**src/rtl/srp_pkg.sv**
```systemverilog
package srp_pkg;
  localparam int CMD_W = 8;

  typedef enum logic [1:0] {
    ST_CMD   = 2'd0,
    ST_WDATA = 2'd1,
    ST_CLR   = 2'd2,
    ST_RDATA = 2'd3
  } srp_state_e;

  // register select in cmd[1:0]: 1 offset, 2 gain, 3 config
  localparam logic [1:0] SEL_OFS  = 2'd1;
  localparam logic [1:0] SEL_GAIN = 2'd2;
  localparam logic [1:0] SEL_CFG  = 2'd3;

  localparam logic [CMD_W-1:0] CMD_CONV = 8'h0C;
endpackage

```
**src/rtl/srp_sync.sv**
```systemverilog
module srp_sync #(
  parameter int          W      = 3,
  parameter logic [W-1:0] RST_VAL = '0
) (
  input  logic         clk_i,
  input  logic         rst_ni,
  input  logic [W-1:0] d_i,
  output logic [W-1:0] q_o
);
  for (genvar g = 0; g < W; g++) begin : g_bit
    logic [1:0] ff_q;
    always_ff @(posedge clk_i or negedge rst_ni) begin
      if (!rst_ni) ff_q <= {2{RST_VAL[g]}};
      else         ff_q <= {ff_q[0], d_i[g]};
    end
    assign q_o[g] = ff_q[1];
  end
endmodule

```
**src/rtl/srp_regfile.sv**
```systemverilog
module srp_regfile #(
  parameter int                DATA_W   = 32,
  parameter logic [DATA_W-1:0] GAIN_RST = 32'h0100_0000
) (
  input  logic              clk_i,
  input  logic              rst_ni,
  input  logic              wr_en_i,
  input  logic [1:0]        wr_sel_i,
  input  logic [DATA_W-1:0] wr_data_i,
  input  logic              conv_valid_i,
  input  logic [DATA_W-1:0] conv_data_i,
  input  logic              clr_ready_i,
  output logic [DATA_W-1:0] offset_o,
  output logic [DATA_W-1:0] gain_o,
  output logic [DATA_W-1:0] cfg_o,
  output logic [DATA_W-1:0] conv_o,
  output logic              ready_o
);
  localparam int NREG = 3;

  logic [DATA_W-1:0] regs_q [NREG];
  logic [DATA_W-1:0] conv_q;
  logic              ready_q;

  for (genvar g = 0; g < NREG; g++) begin : g_reg
    localparam logic [DATA_W-1:0] RV = (g == 1) ? GAIN_RST : '0;
    always_ff @(posedge clk_i or negedge rst_ni) begin
      if (!rst_ni)                              regs_q[g] <= RV;
      else if (wr_en_i && wr_sel_i == 2'(g + 1)) regs_q[g] <= wr_data_i;
    end
  end

  always_ff @(posedge clk_i or negedge rst_ni) begin
    if (!rst_ni) begin
      conv_q  <= '0;
      ready_q <= 1'b0;
    end else begin
      if (conv_valid_i) conv_q <= conv_data_i;
      // a new result wins over a clear in the same cycle
      if (conv_valid_i)     ready_q <= 1'b1;
      else if (clr_ready_i) ready_q <= 1'b0;
    end
  end

  assign offset_o = regs_q[0];
  assign gain_o   = regs_q[1];
  assign cfg_o    = regs_q[2];
  assign conv_o   = conv_q;
  assign ready_o  = ready_q;

  assert_ready_clear_R7: assert property (@(posedge clk_i) disable iff (!rst_ni)
    $fell(ready_q) |-> $past(clr_ready_i));

  assert_no_stray_write_R9: assert property (@(posedge clk_i) disable iff (!rst_ni)
    !wr_en_i |=> ($stable(offset_o) && $stable(gain_o) && $stable(cfg_o)));
endmodule

```
**src/rtl/serial_reg_port.sv**
```systemverilog
module serial_reg_port
  import srp_pkg::*;
#(
  parameter int                DATA_W   = 32,
  parameter logic [DATA_W-1:0] GAIN_RST = 32'h0100_0000
) (
  input  logic              clk_i,
  input  logic              rst_ni,
  input  logic              cs_ni,
  input  logic              sclk_i,
  input  logic              sdi_i,
  output logic              sdo_o,
  output logic              sdo_en_o,
  input  logic              conv_valid_i,
  input  logic [DATA_W-1:0] conv_data_i,
  output logic [DATA_W-1:0] offset_o,
  output logic [DATA_W-1:0] gain_o,
  output logic [DATA_W-1:0] cfg_o
);
  localparam int CNT_W = $clog2(DATA_W + 1);
  localparam logic [CNT_W-1:0] CMD_LAST  = CNT_W'(CMD_W - 1);
  localparam logic [CNT_W-1:0] DATA_LAST = CNT_W'(DATA_W - 1);

  logic sclk_s, cs_s, sdi_s, sclk_d;
  logic rise, fall, cs_act;

  srp_sync #(.W(3), .RST_VAL(3'b010)) u_sync (
    .clk_i (clk_i),
    .rst_ni(rst_ni),
    .d_i   ({sdi_i, cs_ni, sclk_i}),
    .q_o   ({sdi_s, cs_s, sclk_s})
  );

  always_ff @(posedge clk_i or negedge rst_ni) begin
    if (!rst_ni) sclk_d <= 1'b0;
    else         sclk_d <= sclk_s;
  end

  assign cs_act = !cs_s;
  assign rise   = cs_act &&  sclk_s && !sclk_d;
  assign fall   = cs_act && !sclk_s &&  sclk_d;

  srp_state_e        state_q;
  logic [CNT_W-1:0]  cnt_q;
  logic [DATA_W-1:0] in_sh_q, out_sh_q;
  logic [1:0]        sel_q;
  logic              sdo_q;

  logic [DATA_W-1:0] shifted;
  logic [CMD_W-1:0]  cmd;
  logic              is_wr, is_rd;
  logic [DATA_W-1:0] rd_mux, conv_w;
  logic              ready, wr_en, clr_ready;

  assign shifted = {in_sh_q[DATA_W-2:0], sdi_s};
  assign cmd     = shifted[CMD_W-1:0];
  assign is_wr   = (cmd[CMD_W-1:2] == '0) && (cmd[1:0] != 2'd0);
  assign is_rd   = (cmd[CMD_W-1:4] == '0) && (cmd[3:2] == 2'b10) && (cmd[1:0] != 2'd0);

  always_comb begin
    unique case (cmd[1:0])
      SEL_OFS:  rd_mux = offset_o;
      SEL_GAIN: rd_mux = gain_o;
      SEL_CFG:  rd_mux = cfg_o;
      default:  rd_mux = '0;
    endcase
  end

  assign wr_en     = rise && (state_q == ST_WDATA) && (cnt_q == DATA_LAST);
  assign clr_ready = rise && (state_q == ST_CLR)   && (cnt_q == CMD_LAST);

  always_ff @(posedge clk_i or negedge rst_ni) begin
    if (!rst_ni) begin
      state_q  <= ST_CMD;
      cnt_q    <= '0;
      in_sh_q  <= '0;
      out_sh_q <= '0;
      sel_q    <= '0;
      sdo_q    <= 1'b1;
    end else if (cs_s) begin
      state_q <= ST_CMD;
      cnt_q   <= '0;
    end else if (rise) begin
      in_sh_q <= shifted;
      cnt_q   <= cnt_q + 1'b1;
      unique case (state_q)
        ST_CMD: if (cnt_q == CMD_LAST) begin
          cnt_q <= '0;
          sel_q <= cmd[1:0];
          if (is_wr) state_q <= ST_WDATA;
          else if (is_rd) begin
            state_q  <= ST_RDATA;
            out_sh_q <= rd_mux;
          end else if (cmd == CMD_CONV) state_q <= ST_CLR;
        end
        ST_CLR: if (cnt_q == CMD_LAST) begin
          cnt_q    <= '0;
          state_q  <= ST_RDATA;
          out_sh_q <= conv_w;
        end
        ST_WDATA, ST_RDATA: if (cnt_q == DATA_LAST) begin
          cnt_q   <= '0;
          state_q <= ST_CMD;
        end
        default: state_q <= ST_CMD;
      endcase
    end else if (fall) begin
      if (state_q == ST_RDATA) begin
        sdo_q    <= out_sh_q[DATA_W-1];
        out_sh_q <= {out_sh_q[DATA_W-2:0], 1'b0};
      end else begin
        sdo_q <= !ready;
      end
    end
  end

  srp_regfile #(.DATA_W(DATA_W), .GAIN_RST(GAIN_RST)) u_regs (
    .clk_i       (clk_i),
    .rst_ni      (rst_ni),
    .wr_en_i     (wr_en),
    .wr_sel_i    (sel_q),
    .wr_data_i   (shifted),
    .conv_valid_i(conv_valid_i),
    .conv_data_i (conv_data_i),
    .clr_ready_i (clr_ready),
    .offset_o    (offset_o),
    .gain_o      (gain_o),
    .cfg_o       (cfg_o),
    .conv_o      (conv_w),
    .ready_o     (ready)
  );

  assign sdo_o    = sdo_q;
  assign sdo_en_o = !cs_ni;

  assert_abort_R8: assert property (@(posedge clk_i) disable iff (!rst_ni)
    cs_s |=> (state_q == ST_CMD && cnt_q == '0));

  assert_cnt_range_R4: assert property (@(posedge clk_i) disable iff (!rst_ni)
    (state_q == ST_RDATA || state_q == ST_WDATA) |-> (cnt_q < CNT_W'(DATA_W)));

  assert_short_phase_R6: assert property (@(posedge clk_i) disable iff (!rst_ni)
    (state_q == ST_CMD || state_q == ST_CLR) |-> (cnt_q < CNT_W'(CMD_W)));

  assert_idle_edges_R10: assert property (@(posedge clk_i) disable iff (!rst_ni)
    cs_s |=> $stable(sdo_q));
endmodule

```
**config.mk**
```make
export PLATFORM = sky130hd
export DESIGN_NAME = serial_reg_port
export DESIGN_NICKNAME = d
export VERILOG_FILES = /design/src/rtl/srp_pkg.sv /design/src/rtl/srp_sync.sv /design/src/rtl/srp_regfile.sv /design/src/rtl/serial_reg_port.sv
export SDC_FILE = /design/constraint.sdc
export NUM_CORES = 1
export LEC_CHECK = 0
export BUFFER_PORTS_ARGS = -buffer_cell sky130_fd_sc_hd__buf_4
export CAP_MARGIN = 5
export CORE_UTILIZATION = 55
export CTS_BUF_LIST = sky130_fd_sc_hd__clkbuf_4 sky130_fd_sc_hd__clkbuf_8
export DETAILED_ROUTE_END_ITERATION = 10
export MAX_ROUTING_LAYER = met4
export PLACE_DENSITY = 0.77
export SLEW_MARGIN = 20
export SYNTH_ARGS = -nofsm -noshare
export SYNTH_HDL_FRONTEND = slang
export SYNTH_HIERARCHICAL = 1
export SYNTH_SLANG_ARGS = --single-unit
```
**constraint.sdc**
```tcl
create_clock -name clk_i -period 4.75 [get_ports clk_i]
set_input_delay 0.475 -clock clk_i [delete_from_list [all_inputs] [get_ports clk_i]]
set_output_delay 0.475 -clock clk_i [all_outputs]
set_load 0.01 [all_outputs]
```
* Word-level counts from Yosys, hierarchy flattened *
Cells that the tools add are included.

storage, ports and cells
  register bits = 210
  output and inout bits = 98
  logic and storage cells = 100

cells by class
  $add $sub $neg = 1
  eq/ne operators = 22
  mux-type cells = 26
  bitwise gates (word level) = 2
  reductions and logical operators = 34

operator list
  kind                                                   number
  2-to-1 mux 32 bit                                      7
  case mux 32 bit (3 select lines)                       1
  case mux 32 bit (2 select lines)                       1
  2-to-1 mux 6 bit                                       4
  2-to-1 mux 2 bit                                       8
  == test 2 bit, second input constant                   7
  logical AND 1 bit                                      14
  case mux 6 bit (2 select lines)                        1
  nonzero test 2 bit                                     5
  inequality test 3 x 2 -> 1 bit, second input constant  3
  inequality test 3 bit, second input constant           3
  == test 8 x 4 -> 1 bit, second input constant          1
  AND reduction 8 bit                                    1
  adder 6 x 1 -> 6 bit, second input constant            1
  == test 2 x 1 -> 1 bit, second input constant          3
  == test 6 x 3 -> 1 bit, second input constant          1
  == test 6 x 5 -> 1 bit, second input constant          1
  logical NOT 6 bit                                      1
  inequality test 3 x 1 -> 1 bit, second input constant  2
  case mux 2 bit (3 select lines)                        1
  logical NOT 1 bit                                      5
  inequality test 5 x 4 -> 1 bit, second input constant  1
  AND reduction 5 bit                                    1
  logical NOT 4 bit                                      1
  other kinds (7)                                        11

* Longest topological paths before layout *
  depth after elaboration = 9
  gate-level depth with buffers = 10

* Hierarchy *
The synthesis kept the hierarchy.

modules (own cells, without submodules)
  module           times used  cells an instance  area each (sq um)  sequential area each (sq um)
  srp_regfile      1           275                4810.9             3229.3
  serial_reg_port  1           466                4315.4             1878.1
  srp_sync         1           9                  175.2              152.6

* Least setup slack after synthesis *
No wires, ideal clock.

  path type = register -> register
  start = register u_sync.g_bit[1].ff_q[1]
  end = register u_regs.regs_q, in the netlist u_regs/cfg_o[10]
  setup time = 0.125 ns
  data arrival time = 2.571 ns
  data required time = 4.625 ns
  setup slack = 2.055 ns
  stages on the path, launching flop included = 11
  buffers on the path = 6
  clock period less this slack = 2.695 ns
  cell sequence = dfstp_2 buf_4 buf_2 or3b_2 buf_2 buf_2 buf_2 nor3_1 nand3_1 buf_2 mux2_2

on the way
  longest elaborated chain between the ends = 6

RTL lines
  item                             RTL line               RTL
  start, declared                  srp_sync.sv:11         logic [1:0] ff_q;
  start signal, assigned           srp_sync.sv:13         if (!rst_ni) ff_q <= {2{RST_VAL[g]}};
  start signal, assigned           srp_sync.sv:14         else ff_q <= {ff_q[0], d_i[g]};
  logical NOT 1 bit                serial_reg_port.sv:39  assign cs_act = !cs_s;
  logical AND 1 bit (2 in series)  serial_reg_port.sv:40  assign rise = cs_act && sclk_s && !sclk_d;
  logical AND 1 bit (2 in series)  serial_reg_port.sv:69  assign wr_en = rise && (state_q == ST_WDATA) && (cnt_q == DATA_LAST);
  via wr_en                        serial_reg_port.sv:53  logic ready, wr_en, clr_ready;
  logical AND 1 bit                srp_regfile.sv:29      else if (wr_en_i && wr_sel_i == 2'(g + 1)) regs_q[g] <= wr_data_i;
  end signal, assigned by index    srp_regfile.sv:29
  end, declared                    srp_regfile.sv:21      logic [DATA_W-1:0] regs_q [NREG];

The timed path passes the listed nets, and every way through them passes these cells.
A chain may end at the register's enable or synchronous reset.

* Worst setup path in the final report *
  start = register cnt_q[0]
  end = register u_regs.regs_q, in the netlist u_regs/gain_o[18]

on the way
  longest elaborated chain between the ends = 3

RTL lines
  item                    RTL line               RTL
  start, declared         serial_reg_port.sv:44  logic [CNT_W-1:0] cnt_q;
  start signal, assigned  serial_reg_port.sv:85  cnt_q <= cnt_q + 1'b1;
  == test 6 x 5 -> 1 bit  serial_reg_port.sv:69
  logical AND 1 bit       serial_reg_port.sv:69
  via wr_en               serial_reg_port.sv:53
  logical AND 1 bit       srp_regfile.sv:29

The timed path passes the listed nets, and every way through them passes these cells.

==> flow_summary.toml <==
[place]
dp_hpwl_um = 13200
place.port_buffers = 135
gp_congestion = 0.838
dpl_cell_area_um2 = 10400

[setup_path]
crit_required_ns = 5.14
critPathMaxFanout = 32
crit_start = "cnt_q[0]$_DFFE_PN0N_"
start_kind = "flip-flop"
r2r_end = "u_regs/gain_o[18]$_DFFE_PN0P_"
crit_arrival_ns = 3.90
crit_cells = 6
path_cells = "ha_1, and3b_1, nand4_1, nor3_1, nand3b_2, mux2_2"
slowest_delay_ns = 1.01
slowest_stage = "nand3b_2"
endpoint = "u_regs/gain_o[18]$_DFFE_PN0P_"
reg2reg_depth = 6
crit_family = "simple AND/OR/NAND/NOR gates"
endpoint_kind = "flip-flop"
r2r_start = "cnt_q[0]$_DFFE_PN0N_"
rrSetupSlack_ns = 1.24
path_class = "flip-flop to flip-flop"
crit_buf_inv = 0

[cells_and_area]
mostFrequentLayoutCell = "dfrtp_1"
drive_gt1_frac = 0.464
finalInstanceArea_um2 = 11200
post-route-util = 0.677
layout.nets = 917
final_cell_mix = "204 x dfrtp_1, 193 x mux2_2, 142 x buf_4"
n_antenna_cell = 0
syn_to_final_growth_pct = 20.2

[power_and_ir_drop]
p_leak_nw = 5.60
p_seq_frac = 0.502
combPwrFrac = 0.057
peakVddDrop_mv = 0.262
p_clk_frac = 0.441
switchingPower_uw = 900
finalPower_mw = 3.80
intPower_mw = 2.90
power_density_nw_per_um2 = 340
switching_share = 0.237

[die]
start_util = 0.563
core_area_um2 = 16500
dieWidth_um = 132
die_area_um2 = 17400
ios = 136
row_count = 47
die_height_um = 132

[global_route]
grt_max_degree = 129
gr-total-overflow = 0
grt_pass1_vias = 6874
antenna_found_initial = 0
track_usage = 0.272
grt_pass1_wl_um = 36200

[drt]
num_vias = 6568
antenna_left = 0
dr.pass1.iters = 4
drc = 0
routed_via_density = 5.86
drt-total-wl_um = 22500
routedWlPerCell_um = 20.1
drtIter0Drc = 408

[synthesis]
synth_area_um2 = 9300
yosys_most_used_dff = "dfrtp_1"
ys_types = 42
syn-instance-count = 750
synth-seq-area-share = 0.566
avgSynthCellArea_um2 = 12.4
yosys_warnings = 6
syn_nets = 789
synthArstFlopShare = 1.00
synth_edf_count = 0
ys_ff_latch = 210

[sta]
period_share = 0.738
setup_viol = 0
fin_tns_setup_ns = 0
fmax_ghz = 0.285
min_period_ns = 3.51
finalHoldViolations = 0
relSlewSlack = 0.215
slew_viol_final = 0
clock_skew_ns = 0.0324
rsz0062_at_grt = "no"
worst_pin_slew_ns = 1.17

[clock_tree]
clock_latency_ns = 0.54
clockBufferDepth = 3
cts_root_buffer = "clkbuf_8"
h-tree-depth = 2
numCtsBuffers = 36
cts_setup_buffers = 0
cts_resized = 0
clk_pin_slew_worst_paths_ns = 0.06
tritoncts = "yes"
numClockSinks = 210

[hold_path]
holdPathStages = 1
min-delay-start = "sclk_i"
hold_path.class = "primary input to flip-flop"

[status]
outcome = "completed"

[run]
drv_cap = 0
timing repair:
item | CTS | global route
setup endpoints to repair | 0 | 0
hold buffers | 0 | 1
endpoints found under the hold margin | 0 | 55
state kept, by name (all words and copies together), names as in the netlist, 6 cells and up:
| register | cells |
|---|---|
| out_sh_q | 32 |
| u_regs/cfg_o | 32 |
| u_regs/offset_o | 32 |
| u_sync/g_bit.ff_q | 6 |
| in_sh_q | 31 |
| u_regs/conv_o | 32 |
| u_regs/gain_o | 32 |
| cnt_q | 6 |
cells by family after synthesis:
kind of cell	synth area share
compound gates	0.0773
mux	0.235
flops	0.566
fa+ha+maj	0.00134
buf+inv	0.0338
xor+xnor	0.00283
simple gates	0.0839
through the flow:
stage | cells | setup slack, ns | hold WS, ns
5_1_grt | 1121 | 1.07 | 0.0321
2_1_floorplan | 750 | 2.05 | 0.179
6_report | 1121 | 1.24 | 0.0483
4_1_cts | 1119 | 1.53 | 0.0217
3_3_place_gp | 1058 | 1.71 | 0.345
3_5_place_dp | 1058 | 1.58 | 0.350
worst min-delay path by stage:
stage                                                    to  slack, ns
final                     u_sync/g_bit[0].ff_q[0]$_DFF_PN0_       0.05
after global routing      u_sync/g_bit[0].ff_q[0]$_DFF_PN0_       0.03
after CTS                 u_sync/g_bit[0].ff_q[0]$_DFF_PN0_       0.02
after detailed placement  u_sync/g_bit[1].ff_q[1]$_DFF_PN1_       0.35
after global placement    u_sync/g_bit[0].ff_q[1]$_DFF_PN0_       0.35
after floorplan                        cnt_q[0]$_DFFE_PN0N_       0.18
cell usage after synthesis (2+ instances only):
master	n	share of area
o21ai_0	68	0.037
nor3b_1	2	0.0016
buf_2	17	0.0091
dfrtp_1	206	0.55
buf_6	9	0.011
nor2_1	11	0.0044
clkbuf_1	20	0.0081
nand4_1	3	0.0020
nor2b_1	4	0.0027
mux2_2	193	0.23
nand3b_2	2	0.0024
a221oi_1	32	0.030
a31oi_1	4	0.0027
nor3_1	3	0.0016
nand2_1	131	0.053
xor2_1	2	0.0019
nand3_1	4	0.0022
and3_1	2	0.0013
buf_4	3	0.0024
inv_1	2	0.00081
a21oi_1	3	0.0016
buf_1	6	0.0024
dfstp_2	4	0.011
metal layers:
metal,part of all wire,track usage
met1,0.44,0.355
met2,0.48,0.421
met3,0.062,0.0577
met4,0.023,0.0995
met5,0,-
worst reg2reg max path, delay by kind of cell, from the launching register on:
family / cells / cell delay (ns)
simple gates: 4 / 2.11
mux: 1 / 0.65
fa+ha+maj: 1 / 0.21
flops: 1 / 0.39
final cells by class:
| class | instances | area, um^2 |
|---|---|---|
| Clock inverter | 7 | 67.6 |
| Clock buffer | 54 | 681 |
| Tap cell | 220 | 275 |
| Fill cell | 1187 | 5340 |
| Inverter | 2 | 7.51 |
| Timing Repair Buffer | 145 | 1120 |
| Sequential cell | 210 | 5260 |
| Multi-Input combinational cell | 483 | 3770 |
power by group through the flow:
| stage | logic, mW | clock network (mW) | registers [mW] |
|---|---|---|---|
| after floorplan | 0.131 | 0 | 1.91 |
| after global placement | 0.207 | 0 | 1.94 |
| after detailed placement | 0.216 | 0 | 1.94 |
| after CTS | 0.217 | 1.72 | 1.91 |
| after global routing | 0.238 | 1.79 | 1.92 |
| final | 0.218 | 1.68 | 1.91 |
Power figures use the tool's default switching activity.
